--- config.mk ---
export PLATFORM = sky130hd
export DESIGN_NAME = lvl_irq_ctrl
export DESIGN_NICKNAME = d
export VERILOG_FILES = /design/src/rtl/lic_pkg.sv /design/src/rtl/lic_prio_stack.sv /design/src/rtl/lic_src_bank.sv /design/src/rtl/lic_arbiter.sv /design/src/rtl/lvl_irq_ctrl.sv
export SDC_FILE = /design/constraint.sdc
export NUM_CORES = 1
export LEC_CHECK = 0
export ABC_AREA = 1
export CELL_PAD_IN_SITES_DETAIL_PLACEMENT = 1
export CELL_PAD_IN_SITES_GLOBAL_PLACEMENT = 1
export CORE_ASPECT_RATIO = 1.2
export CORE_MARGIN = 8
export CORE_UTILIZATION = 40
export DETAILED_ROUTE_END_ITERATION = 7
export PLACE_DENSITY = 0.81
export SYNTH_ARGS = -nofsm -noshare
export SYNTH_HDL_FRONTEND = slang
export SYNTH_HIERARCHICAL = 1
export SYNTH_SLANG_ARGS = --single-unit
--- constraint.sdc ---
create_clock -name clk -period 27.9 [get_ports clk]
set_input_delay 4.185 -clock clk [delete_from_list [all_inputs] [get_ports clk]]
set_output_delay 4.185 -clock clk [all_outputs]
set_load 0.02 [all_outputs]
--- src/rtl/lic_pkg.sv ---
package lic_pkg;
  localparam int unsigned BUS_W  = 32;
  localparam int unsigned ADDR_W = 4;

  typedef enum logic [ADDR_W-1:0] {
    OFS_CTRL   = 4'd0,
    OFS_MASK   = 4'd1,
    OFS_ACK    = 4'd2,
    OFS_EOI    = 4'd3,
    OFS_DEACT  = 4'd4,
    OFS_ACTIVE = 4'd5
  } lic_ofs_e;
endpackage

--- src/rtl/lic_prio_stack.sv ---
module lic_prio_stack #(
  parameter int unsigned DEPTH = 4,
  parameter int unsigned PW    = 5,
  parameter int unsigned CNT_W = $clog2(DEPTH + 1)
) (
  input  logic             clk,
  input  logic             rst_n,
  input  logic             push,
  input  logic             pop,
  input  logic [PW-1:0]    push_val,
  output logic [PW-1:0]    running,
  output logic             full,
  output logic [CNT_W-1:0] depth
);
  localparam int unsigned IDX_W = (DEPTH > 1) ? $clog2(DEPTH) : 1;
  localparam logic [PW-1:0] IDLE_LVL = {1'b1, {(PW-1){1'b0}}};

  logic [PW-1:0]    lvl_q [DEPTH];
  logic [PW-1:0]    lvl_d [DEPTH];
  logic [CNT_W-1:0] cnt_q, cnt_d;
  logic             upd_en;
  logic [IDX_W-1:0] wr_idx, top_idx;

  assign full    = (cnt_q == CNT_W'(DEPTH));
  assign wr_idx  = cnt_q[IDX_W-1:0];
  assign top_idx = IDX_W'(cnt_q - 1'b1);
  assign running = (cnt_q == '0) ? IDLE_LVL : lvl_q[top_idx];
  assign depth   = cnt_q;
  assign upd_en  = push | pop;

  always_comb begin
    lvl_d = lvl_q;
    cnt_d = cnt_q;
    if (push && !full) begin
      lvl_d[wr_idx] = push_val;
      cnt_d         = cnt_q + 1'b1;
    end else if (pop && (cnt_q != '0)) begin
      cnt_d = cnt_q - 1'b1;
    end
  end

  always_ff @(posedge clk or negedge rst_n) begin
    if (!rst_n) begin
      cnt_q <= '0;
      for (int i = 0; i < DEPTH; i++) lvl_q[i] <= '0;
    end else if (upd_en) begin
      cnt_q <= cnt_d;
      lvl_q <= lvl_d;
    end
  end
endmodule

--- src/rtl/lic_src_bank.sv ---
module lic_src_bank #(
  parameter int unsigned NSRC = 16,
  parameter int unsigned ID_W = 4
) (
  input  logic            clk,
  input  logic            rst_n,
  input  logic [NSRC-1:0] lines,
  input  logic [NSRC-1:0] mask,
  input  logic            set_en,
  input  logic [ID_W-1:0] set_id,
  input  logic            clr_en,
  input  logic [ID_W-1:0] clr_id,
  output logic [NSRC-1:0] active,
  output logic [NSRC-1:0] eligible
);
  for (genvar g = 0; g < NSRC; g++) begin : g_src
    logic hit_set, hit_clr, act_d, act_q;

    assign hit_set = set_en && (set_id == ID_W'(g));
    assign hit_clr = clr_en && (clr_id == ID_W'(g));
    assign act_d   = hit_set | (act_q & ~hit_clr);

    always_ff @(posedge clk or negedge rst_n) begin
      if (!rst_n)                act_q <= 1'b0;
      else if (hit_set | hit_clr) act_q <= act_d;
    end

    assign active[g]   = act_q;
    assign eligible[g] = lines[g] & ~mask[g] & ~act_q;
  end
endmodule

--- src/rtl/lic_arbiter.sv ---
module lic_arbiter #(
  parameter int unsigned NSRC   = 16,
  parameter int unsigned PRIO_W = 4,
  parameter int unsigned ID_W   = 4
) (
  input  logic [NSRC-1:0]        eligible,
  input  logic [NSRC*PRIO_W-1:0] prio_flat,
  output logic                   found,
  output logic [ID_W-1:0]        best_id,
  output logic [PRIO_W-1:0]      best_prio
);
  always_comb begin
    found     = 1'b0;
    best_id   = '0;
    best_prio = '1;
    for (int i = 0; i < NSRC; i++) begin
      if (eligible[i] && (!found || (prio_flat[i*PRIO_W +: PRIO_W] < best_prio))) begin
        found     = 1'b1;
        best_id   = ID_W'(i);
        best_prio = prio_flat[i*PRIO_W +: PRIO_W];
      end
    end
  end
endmodule

--- src/rtl/lvl_irq_ctrl.sv ---
module lvl_irq_ctrl
  import lic_pkg::*;
#(
  parameter int unsigned NSRC       = 16,
  parameter int unsigned PRIO_W     = 4,
  parameter int unsigned NEST_DEPTH = 4
) (
  input  logic                clk,
  input  logic                rst_n,
  input  logic                bus_sel,
  input  logic                bus_wr,
  input  logic [ADDR_W-1:0]   bus_addr,
  input  logic [BUS_W-1:0]    bus_wdata,
  output logic [BUS_W-1:0]    bus_rdata,
  input  logic [NSRC-1:0]     irq_lines,
  output logic                cpu_irq
);
  localparam int unsigned ID_W       = (NSRC > 1) ? $clog2(NSRC) : 1;
  localparam int unsigned RUN_W      = PRIO_W + 1;
  localparam int unsigned PRIO_BITS  = NSRC * PRIO_W;
  localparam int unsigned PRIO_WORDS = (PRIO_BITS + BUS_W - 1) / BUS_W;
  localparam int unsigned DEPTH_W    = $clog2(NEST_DEPTH + 1);

  // reset: asserted asynchronously, released on the clock
  logic [1:0] rst_pipe_q;
  logic       srst_n;
  always_ff @(posedge clk or negedge rst_n) begin
    if (!rst_n) rst_pipe_q <= '0;
    else        rst_pipe_q <= {rst_pipe_q[0], 1'b1};
  end
  assign srst_n = rst_pipe_q[1];

  // access decode
  logic rd_en, wr_en, ack_rd, eoi_wr, deact_wr, ctrl_wr, mask_wr, prio_sel, id_ok;
  logic [2:0]      prio_word;
  logic [ID_W-1:0] wr_id;

  assign rd_en     = bus_sel & ~bus_wr;
  assign wr_en     = bus_sel & bus_wr;
  assign prio_sel  = bus_addr[3];
  assign prio_word = bus_addr[2:0];
  assign ack_rd    = rd_en && (bus_addr == OFS_ACK);
  assign eoi_wr    = wr_en && (bus_addr == OFS_EOI);
  assign deact_wr  = wr_en && (bus_addr == OFS_DEACT);
  assign ctrl_wr   = wr_en && (bus_addr == OFS_CTRL);
  assign mask_wr   = wr_en && (bus_addr == OFS_MASK);
  assign id_ok     = (bus_wdata < BUS_W'(NSRC));
  assign wr_id     = bus_wdata[ID_W-1:0];

  // configuration registers
  logic                 split_q, split_d;
  logic [NSRC-1:0]      mask_q, mask_d;
  logic [PRIO_BITS-1:0] prio_q, prio_d;
  logic                 cfg_en;

  assign cfg_en = ctrl_wr | mask_wr | (wr_en & prio_sel);

  always_comb begin
    split_d = split_q;
    mask_d  = mask_q;
    prio_d  = prio_q;
    if (ctrl_wr) split_d = bus_wdata[0];
    if (mask_wr) mask_d  = bus_wdata[NSRC-1:0];
    for (int w = 0; w < PRIO_WORDS; w++) begin
      if (wr_en && prio_sel && (prio_word == 3'(w))) begin
        for (int b = 0; b < BUS_W; b++) begin
          if (w * BUS_W + b < PRIO_BITS) prio_d[w*BUS_W + b] = bus_wdata[b];
        end
      end
    end
  end

  always_ff @(posedge clk or negedge srst_n) begin
    if (!srst_n) begin
      split_q <= 1'b0;
      mask_q  <= '1;
      prio_q  <= '0;
    end else if (cfg_en) begin
      split_q <= split_d;
      mask_q  <= mask_d;
      prio_q  <= prio_d;
    end
  end

  // per-source state, selection and nesting
  logic [NSRC-1:0]    active_vec, eligible_vec;
  logic               found, present, grant, stk_full;
  logic [ID_W-1:0]    best_id;
  logic [PRIO_W-1:0]  best_prio;
  logic [RUN_W-1:0]   running;
  logic [DEPTH_W-1:0] stack_depth;
  logic               clr_en;

  assign present = found && ({1'b0, best_prio} < running) && !stk_full;
  assign grant   = ack_rd && present;
  assign clr_en  = id_ok && (deact_wr || (eoi_wr && !split_q));

  lic_src_bank #(.NSRC(NSRC), .ID_W(ID_W)) u_bank (
    .clk      (clk),
    .rst_n    (srst_n),
    .lines    (irq_lines),
    .mask     (mask_q),
    .set_en   (grant),
    .set_id   (best_id),
    .clr_en   (clr_en),
    .clr_id   (wr_id),
    .active   (active_vec),
    .eligible (eligible_vec)
  );

  lic_arbiter #(.NSRC(NSRC), .PRIO_W(PRIO_W), .ID_W(ID_W)) u_arb (
    .eligible  (eligible_vec),
    .prio_flat (prio_q),
    .found     (found),
    .best_id   (best_id),
    .best_prio (best_prio)
  );

  lic_prio_stack #(.DEPTH(NEST_DEPTH), .PW(RUN_W), .CNT_W(DEPTH_W)) u_stack (
    .clk      (clk),
    .rst_n    (srst_n),
    .push     (grant),
    .pop      (eoi_wr && id_ok),
    .push_val ({1'b0, best_prio}),
    .running  (running),
    .full     (stk_full),
    .depth    (stack_depth)
  );

  // registered request
  logic irq_q;
  always_ff @(posedge clk or negedge srst_n) begin
    if (!srst_n) irq_q <= 1'b0;
    else         irq_q <= present;
  end
  assign cpu_irq = irq_q;

  // read mux
  logic [PRIO_WORDS*BUS_W-1:0] prio_pad;
  assign prio_pad = (PRIO_WORDS*BUS_W)'(prio_q);

  always_comb begin
    bus_rdata = '0;
    if (rd_en) begin
      if (prio_sel) begin
        for (int w = 0; w < PRIO_WORDS; w++) begin
          if (prio_word == 3'(w)) bus_rdata = prio_pad[w*BUS_W +: BUS_W];
        end
      end else begin
        case (bus_addr)
          OFS_CTRL:   bus_rdata = BUS_W'(split_q);
          OFS_MASK:   bus_rdata = BUS_W'(mask_q);
          OFS_ACK:    bus_rdata = present ? BUS_W'(best_id) : '1;
          OFS_ACTIVE: bus_rdata = BUS_W'(active_vec);
          default:    bus_rdata = '0;
        endcase
      end
    end
  end
endmodule

==> reports/results.env, run 1 <==
OUTCOME='finished clean'
CTS_BUF_COUNT=17
DRIVE_ABOVE_1_SHARE_PCT=8.01
IOS=89
INITIAL_UTILIZATION_PCT=40.3
TIMING.CRITICAL_PATH.SLOWEST_STAGE_CELL='sky130_fd_sc_hd__clkdlybuf4s50_1'
GRT_FIRST_PASS_WIRELENGTH_MM=57.1
WORSTPATHBUFFERINVERTERCOUNT=27
NETLIST_AREA_SQ_UM=9860
MAXSLEWVIOLCOUNT=0
DIE_W_MICRONS=159
FP.DIEAREA_SQ_UM=29900
WORST_SLEW_PIN_SLEW_NS=1.19
PLACEMENT_ROWS=63
YOSYSTOPAREACELL='sky130_fd_sc_hd__dfrtp_1'
PLACE.PORT_BUFFERS=88
TOP_LAYER_USED_BY_DETAILED_ROUTING='met4'
HTREEDEPTH=4
GRT_ANTENNA_BEFORE_REPAIR=0
CRIT_PATH_END_KIND='primary output'
CLOCK_INSERTION_DELAY_WORST_SKEW_NS=0.43
SYNTH-SEQ-AREA-SHARE_PCT=31.4
SYNTH_AREA_LEADERS='sky130_fd_sc_hd__dfrtp_1, sky130_fd_sc_hd__nand2_1, sky130_fd_sc_hd__nand3_1'
CTS-ROOT-BUF='sky130_fd_sc_hd__clkbuf_16'
NUMBER_OF_GLOBAL_ROUTE_VIAS_BEFORE_REPAIR=10700
DR_VIAS=10200
FINAL.HOLD.WORST_SLACK_NS=0.358
CORE_AREA_SQ_UM=24400
AREA.GROWTH.SYNTH_TO_FINAL_PCT=15.5
MET2ROUTEDLENGTH_MM=17.6
REGISTER_TO_REGISTER_SETUP_SLACK_NS=10.17
SYNTH_CELL_TYPE_COUNT=35
WORST_HOLD_PATH_TYPE='reg -> reg'
POST-PLACE-CELLS=1916
SYNTH.CELLS.MOST_FREQUENT='sky130_fd_sc_hd__nand2_1, sky130_fd_sc_hd__inv_1, sky130_fd_sc_hd__nand3_1'
SETUP_TNS_NS=0
NUMBER_OF_WARNINGS_PRINTED_DURING_YOSYS_SYNTHESIS=6
PLACED_CELL_AREA_SQ_UM=10800
YOSYS_REGISTER_BITS=123
LEAKAGE_nW=6.00
PERIOD_SHARE_PCT=93.7
DOMINANTREGCELLSYNTH='sky130_fd_sc_hd__dfrtp_1'
WORST_SETUP_PATH_START_KIND='primary input'
SYNTH.TOP_CELL.AREA_SHARE_PCT=27.2
NUMBER_OF_SYNTHESIZED_FLOPS_WITH_AN_ENABLE_PIN=0
POWER_PER_CELL_AREA_nW_PER_UM2=89.3
VIAS_PER_CELL=5.21
FINAL-HOLD-VIOLATION-COUNT=0
HOLD_FIX_BUFFERS_AT_CTS=0
SYNTH.MOST_COMMON_CELL='sky130_fd_sc_hd__nand2_1'
MAX_CLOCK_FREQ_MHz=38.2
GRT.TOTAL_USAGE_PCT=23.8
CTS_REPAIR_RESIZE_COUNT=0
TRITONCTS_NUM_SINKS=123
NUMBER_OF_NETS_WITH_ANTENNA_VIOLATIONS_AFTER_ROUTING=0
DETAILEDPLACEMENTHPWL_MM=27.6
CRIT_TYPE='in -> out'
POST_CTS.REPAIR.SETUP_BUFFERS=0
DRC_ERRORS=0
CTS_TREE='done'
GRT_SETUP_UNREPAIRED='no'
SYNTHESIS.INSTANCES=1550
DRT_ITER0_MARKERS=463
GR-TOTAL-OVERFLOW=0
ASYNC_RESET_FF_SHARE_PCT=100
LAYOUT.CELL_AREA.NON_FILLER_SQ_UM=11400
M1WIRELENGTH_MM=15.2
VDD_DROP_MAX_mV=0.0483
WIRE_LENGTH_PER_CELL_AFTER_DETAILED_ROUTING_MICRONS=18.2
FINAL_CRITICAL_PERIOD_NS=26.15
TIMING.MAX_SLEW.REL_SLACK_PCT=20.8
DRT-PASS1-ITER-COUNT=5
TOTAL_NUMBER_OF_NETS_IN_THE_FINAL_DESIGN=1695
CP_COMMON_CELL='sky130_fd_sc_hd__nand2_1'
WL_MET3_MM=1.38
CRIT_CELLS=140
PATH_MAX_FANOUT=32
CLK_PATH_BUF_DEPTH=2
ROUTED_WIRELENGTH_MM=35.5
WORST_R2R_PATH_DEPTH=142
TIMING.HOLD.WORST_PATH_DEPTH=0
WORST_CLOCK_SKEW_NS=0.0145
CAP_VIOLATIONS=0
CRITICAL_PATH_REQUIRED_NS=23.72
CP_TOP_FAMILY='simple AND/OR/NAND/NOR gates'
DIE_H_MICRONS=188
CRITICAL_PATH.MAX_STAGE_DELAY_NS=0.66
WORSTPATHARRIVAL_NS=21.97
POSTSYNTHAREAPERCELL_SQ_UM=6.36
PLACE.GP.CONGESTION=0.912
GRT_START_MAX_NET_PINS=72
CLK_PIN_SLEW_NS=0.06
REPORT.FINAL.SETUP_VIOL=0
FINISH.CELL_COUNT_WITHOUT_FILLERS=1949
FINAL_CORE_UTILIZATION_PCT=46.6
[per-layer routing]
metal,global-route usage [%],vias up
li1,-,4943
met1,28.2,4950
met2,42.0,188
met3,3.79,74
met4,9.99,0
met5,0,-
[through the flow]
step,power (mW),setup WS [ns]
CTS,1.01,0.438
finish,1.02,1.75
floorplan,0.630,4.36
global placement,0.751,1.62
global route,1.10,0.0596
detailed placement,0.775,0.590
[sequential cells by signal, indices dropped and copies added (netlist names)]
register and flops:
u_stack/lvl_q 20, u_bank/g_src.act_q 16, cpu_irq 1, u_stack/depth 3, mask_q 16, rst_pipe_q 2
split_q 1, prio_pad 64
[kinds of logic (layout without fill, tap and decap cells)]
logic type / count (synthesis) / count (layout) / share of synthesized area (%)
xor gates and xnor gates: 2 / 2 / 0.178
DFF: 123 / 123 / 31.4
and+or+nand+nor: 899 / 899 / 40.5
adders and majority gates: 29 / 29 / 3.68
AOI/OAI and AO/OA: 189 / 189 / 10.1
other: 2 / 6 / 0.0762
buffers and inverters: 306 / 376 / 14.1
[where the power goes]
part	internal, mW	total, mW	switching (mW)
sequential	0.220	0.265	0.0453
clock	0.139	0.226	0.0872
combinational	0.172	0.526	0.354
total	0.531	1.02	0.486
[worst paths after layout]
| path | start | end |
|---|---|---|
| setup / recovery | irq_lines[0] | bus_rdata[14] |
| hold / removal | rst_pipe_q[0] | rst_pipe_q[1] |
| setup reg to reg | u_bank/g_src[0].act_q | u_stack/lvl_q[2] |
| hold reg to reg | rst_pipe_q[0] | rst_pipe_q[1] |
| max in group asynchronous | rst_n | rst_pipe_q[1] |
| min in group asynchronous | rst_pipe_q[1] | u_stack/depth[0] |
[cell type report]
cell class | instances | area (sq um)
Inverter | 248 | 936
Clock inverter | 9 | 114
Antenna cell | 1 | 2.50
Timing Repair Buffer | 96 | 941
Multi-Input combinational cell | 1124 | 5410
Fill cell | 3286 | 13100
Tap cell | 325 | 407
Sequential cell | 123 | 3100
Clock buffer | 23 | 478
[placed cells by master, fill, tap and decap left out, types with 17 or more instances in the layout]
master,instances
sky130_fd_sc_hd__a21oi_1,44
sky130_fd_sc_hd__dfrtp_1,106
sky130_fd_sc_hd__nand2_2,20
sky130_fd_sc_hd__nor2_1,112
sky130_fd_sc_hd__nand2_4,17
sky130_fd_sc_hd__clkdlybuf4s50_1,88
sky130_fd_sc_hd__inv_1,230
sky130_fd_sc_hd__o21ai_0,45
sky130_fd_sc_hd__o21ai_1,81
sky130_fd_sc_hd__clkbuf_16,17
sky130_fd_sc_hd__nand2_1,516
sky130_fd_sc_hd__ha_1,29
sky130_fd_sc_hd__nand3_1,188
No activity file was read; power rests on OpenSTA's default activity.
==> run 2: changes to the inputs <==
--- a/config.mk
+++ b/config.mk
@@ -5,14 +5,14 @@
 export SDC_FILE = /design/constraint.sdc
 export NUM_CORES = 1
 export LEC_CHECK = 0
-export ABC_AREA = 1
 export CELL_PAD_IN_SITES_DETAIL_PLACEMENT = 1
 export CELL_PAD_IN_SITES_GLOBAL_PLACEMENT = 1
 export CORE_ASPECT_RATIO = 1.2
 export CORE_MARGIN = 8
 export CORE_UTILIZATION = 40
+export CTS_CLUSTER_DIAMETER = 40
 export DETAILED_ROUTE_END_ITERATION = 7
-export PLACE_DENSITY = 0.81
+export PLACE_DENSITY = 0.74
 export SYNTH_ARGS = -nofsm -noshare
 export SYNTH_HDL_FRONTEND = slang
 export SYNTH_HIERARCHICAL = 1
==> run 2 against run 1 <==
Net effect: the run now ends with setup timing left; die area increased by 2.2%; cell area increased by 34%; utilization increased by 15 points; register-to-register slack got worse by 6.1 ns; wire length increased by 48%; combinational power increased to 3.5 times the previous value; maximum frequency decreased by 15%; first-iteration DRC count increased by 140%; critical path type unchanged.
==> reports/results.env, run 2 <==
DIE_H_MICRONS=190
CRIT_PATH_END_KIND='primary output'
DOMINANTREGCELLSYNTH='sky130_fd_sc_hd__dfrtp_1'
NUM-FILL-CELLS=2662
MAX_CLOCK_FREQ_MHz=32.5
FINAL_CRITICAL_PATH_SETUP_SLACK_NS=-2.89
ASYNC_RESET_FF_SHARE_PCT=100
WIRE_LENGTH_PER_CELL_AFTER_DETAILED_ROUTING_MICRONS=29.9
YOSYS_REGISTER_BITS=123
FINAL-HOLD-VIOLATION-COUNT=0
DR_VIAS=11600
PLACE.PORT_BUFFERS=88
TOTAL_NUMBER_OF_NETS_IN_THE_FINAL_DESIGN=1498
FINISH.CELL_COUNT_WITHOUT_FILLERS=1752
DETAILEDPLACEMENTHPWL_MM=31.1
WORST_SLEW_PIN_SLEW_NS=1.31
GRT_FIRST_PASS_WIRELENGTH_MM=72.7
R2R_END='u_stack/lvl_q[5]'
IOS=89
FINAL_CRITICAL_PERIOD_NS=30.79
HTREEDEPTH=4
GRT_ANTENNA_BEFORE_REPAIR=0
CLK_PIN_SLEW_NS=0.06
MOST_COMMON_CELL_AFTER_LAYOUT_FILL_AND_TAPS_ASIDE='sky130_fd_sc_hd__buf_4'
POWER_PER_CELL_AREA_nW_PER_UM2=156
REPORT.FINAL.SETUP_VIOL=32
AREA.GROWTH.SYNTH_TO_FINAL_PCT=51.0
WORST_R2R_STARTPOINT='u_bank/g_src[0].act_q'
GRT_START_MAX_NET_PINS=66
DRT-PASS1-ITER-COUNT=7
CORE_AREA_SQ_UM=24800
VDD_DROP_MAX_mV=0.127
SYNTH.MOST_COMMON_CELL='sky130_fd_sc_hd__dfrtp_1'
CP_COMMON_CELL='sky130_fd_sc_hd__buf_4'
SYNTH.TOP_CELL.AREA_SHARE_PCT=26.5
NUMBER_OF_SYNTHESIZED_FLOPS_WITH_AN_ENABLE_PIN=0
TOTAL_POWER_mW=2.39
LEAKAGE_nW=6.39
TIMING.MAX_SLEW.REL_SLACK_PCT=12.8
POST-PLACE-CELLS=1600
CRIT_TYPE='in -> out'
REGISTER_TO_REGISTER_SETUP_SLACK_NS=4.04
DRIVE_ABOVE_1_SHARE_PCT=50.6
SYNTH_AREA_LEADERS='sky130_fd_sc_hd__dfrtp_1, sky130_fd_sc_hd__mux2_2, sky130_fd_sc_hd__dfstp_2'
TRITONCTS_NUM_SINKS=123
PLACE.GP.CONGESTION=0.930
LARGEST_REGISTER_FF_COUNT=64
FINAL.HOLD.WORST_SLACK_NS=0.363
CTS-ROOT-BUF='sky130_fd_sc_hd__clkbuf_16'
PLACEMENT_ROWS=63
DRT_ITER0_MARKERS=1090
MOSTFREQUENTLAYOUTCELLS='sky130_fd_sc_hd__buf_4, sky130_fd_sc_hd__dfrtp_1, sky130_fd_sc_hd__mux2_2, sky130_fd_sc_hd__clkdlybuf4s50_1, sky130_fd_sc_hd__o21ai_0'
HOLD_PATH_ORIGIN='rst_pipe_q[0]'
FP.DIEAREA_SQ_UM=30600
SYNTH_CELL_TYPE_COUNT=116
DIE_W_MICRONS=161
POSTSYNTHAREAPERCELL_SQ_UM=9.67
WORSTPATHARRIVAL_NS=26.61
TIMING.HOLD.WORST_PATH_DEPTH=0
WORST_R2R_PATH_DEPTH=133
VIOLATED_CHECKS='setup timing'
GR-TOTAL-OVERFLOW=0
PERIOD_SHARE_PCT=110
CTS_BUF_COUNT=17
WORST_CLOCK_SKEW_NS=0.0120
CTS_TREE='done'
WORST_HOLD_PATH_TYPE='reg -> reg'
INITIAL_UTILIZATION_PCT=40.8
WHS_ENDPOINT='rst_pipe_q[1]'
HOLD_FIX_BUFFERS_AT_CTS=0
NUMBER_OF_NETS_WITH_ANTENNA_VIOLATIONS_AFTER_ROUTING=0
CAP_VIOLATIONS=0
TIMING.CRITICAL_PATH.SLOWEST_STAGE_CELL='sky130_fd_sc_hd__o21ai_0'
NETLIST_AREA_SQ_UM=10100
ROUTED_WIRELENGTH_MM=52.3
NUMBER_OF_GLOBAL_ROUTE_VIAS_BEFORE_REPAIR=12400
SYNTH-SEQ-AREA-SHARE_PCT=30.7
VIAS_PER_CELL=6.61
YOSYSTOPAREACELL='sky130_fd_sc_hd__dfrtp_1'
GRT.TOTAL_USAGE_PCT=30.5
OUTCOME='finished, violations left'
WORST_SETUP_PATH_START_KIND='primary input'
PATH_MAX_FANOUT=5
CLK_PATH_BUF_DEPTH=2
CRITICAL_PATH.MAX_STAGE_DELAY_NS=0.58
SYNTH.CELLS.MOST_FREQUENT='sky130_fd_sc_hd__dfrtp_1, sky130_fd_sc_hd__mux2_2, sky130_fd_sc_hd__o21ai_0'
SYNTHESIS.INSTANCES=1044
NUMBER_OF_WARNINGS_PRINTED_DURING_YOSYS_SYNTHESIS=6
DRC_ERRORS=0
CLOCK_INSERTION_DELAY_WORST_SKEW_NS=0.44
MAXSLEWVIOLCOUNT=0
GRT_SETUP_UNREPAIRED='yes'
CRITICAL_PATH_REQUIRED_NS=23.72
run 2: worst max path at each step:
stage | slack [ns] | from | to
floorplan | -1.53 | irq_lines[0] | bus_rdata[10]
global placement | -1.88 | irq_lines[0] | bus_rdata[15]
detailed placement | -2.84 | irq_lines[0] | bus_rdata[13]
CTS | -1.24 | irq_lines[0] | bus_rdata[3]
global route | -3.50 | irq_lines[1] | bus_rdata[5]
finish | -2.89 | irq_lines[1] | bus_rdata[13]
run 2: power by group:
part           internal [mW]  leakage [nW]  switching (mW)
clock                  0.139         0.285          0.0971
combinational          0.934          4.53           0.921
sequential             0.219          1.57          0.0752
run 2: final cells by class:
| cell class | count | area, sq um | share of cell area [%] |
|---|---|---|---|
| multi-input cells | 816 | 7610 | 49.9 |
| clock buffers | 20 | 467 | 3.06 |
| clock inverters | 12 | 139 | 0.911 |
| inverters | 52 | 200 | 1.31 |
| flip-flops and latches | 123 | 3100 | 20.3 |
| well taps | 325 | 407 | 2.67 |
| repair buffers | 403 | 3320 | 21.8 |
| diodes | 1 | 2.50 | 0.0164 |
run 2: what timing repair did:
item / CTS / global route
resized for setup: 207 / 72
pin swaps: 65 / 82
endpoints found under the setup margin: 32 / 32
buffers inserted: 89 / 30
gates cloned: 1 / 0
run 2: metal layers:
layer	GRT usage (%)	vias up	routed length, microns
met2	54.6	697	26000
met3	5.79	292	3570
met4	20.6	0	3970
met5	0	-	0
li1	-	4746	-
met1	32.2	5853	18800
run 2: stage by stage:
stage	utilization [%]	cell area, sq um	worst slack (ns)	TNS, ns
after floorplan	-	10700	-1.53	-45.87
after global placement	53.0	13100	-1.88	-58.34
after detailed placement	53.0	13100	-2.84	-89.02
after CTS	59.4	14700	-1.24	-37.86
after global routing	61.6	15200	-3.50	-109.99
final	61.6	15200	-2.89	-90.48
run 2: critical path: cells and delay by family:
| family | cells | cell delay, ns |
|---|---|---|
| compound gates | 45 | 7.62 |
| simple gates | 37 | 6.56 |
| buf+inv | 30 | 3.54 |
| fa+ha+maj | 13 | 3.19 |
| mux | 5 | 1.50 |
run 2: cell families (layout without fill, tap and decap cells):
logic type,Yosys count,after routing,synth area share (%)
compound gates,345,345,26.7
other cells,2,6,0.0744
xor+xnor,11,11,0.955
simple gates,287,287,16.6
flops,123,123,30.7
mux,132,132,15.3
fa+ha+maj,36,36,4.31
buf+inv,108,487,5.37
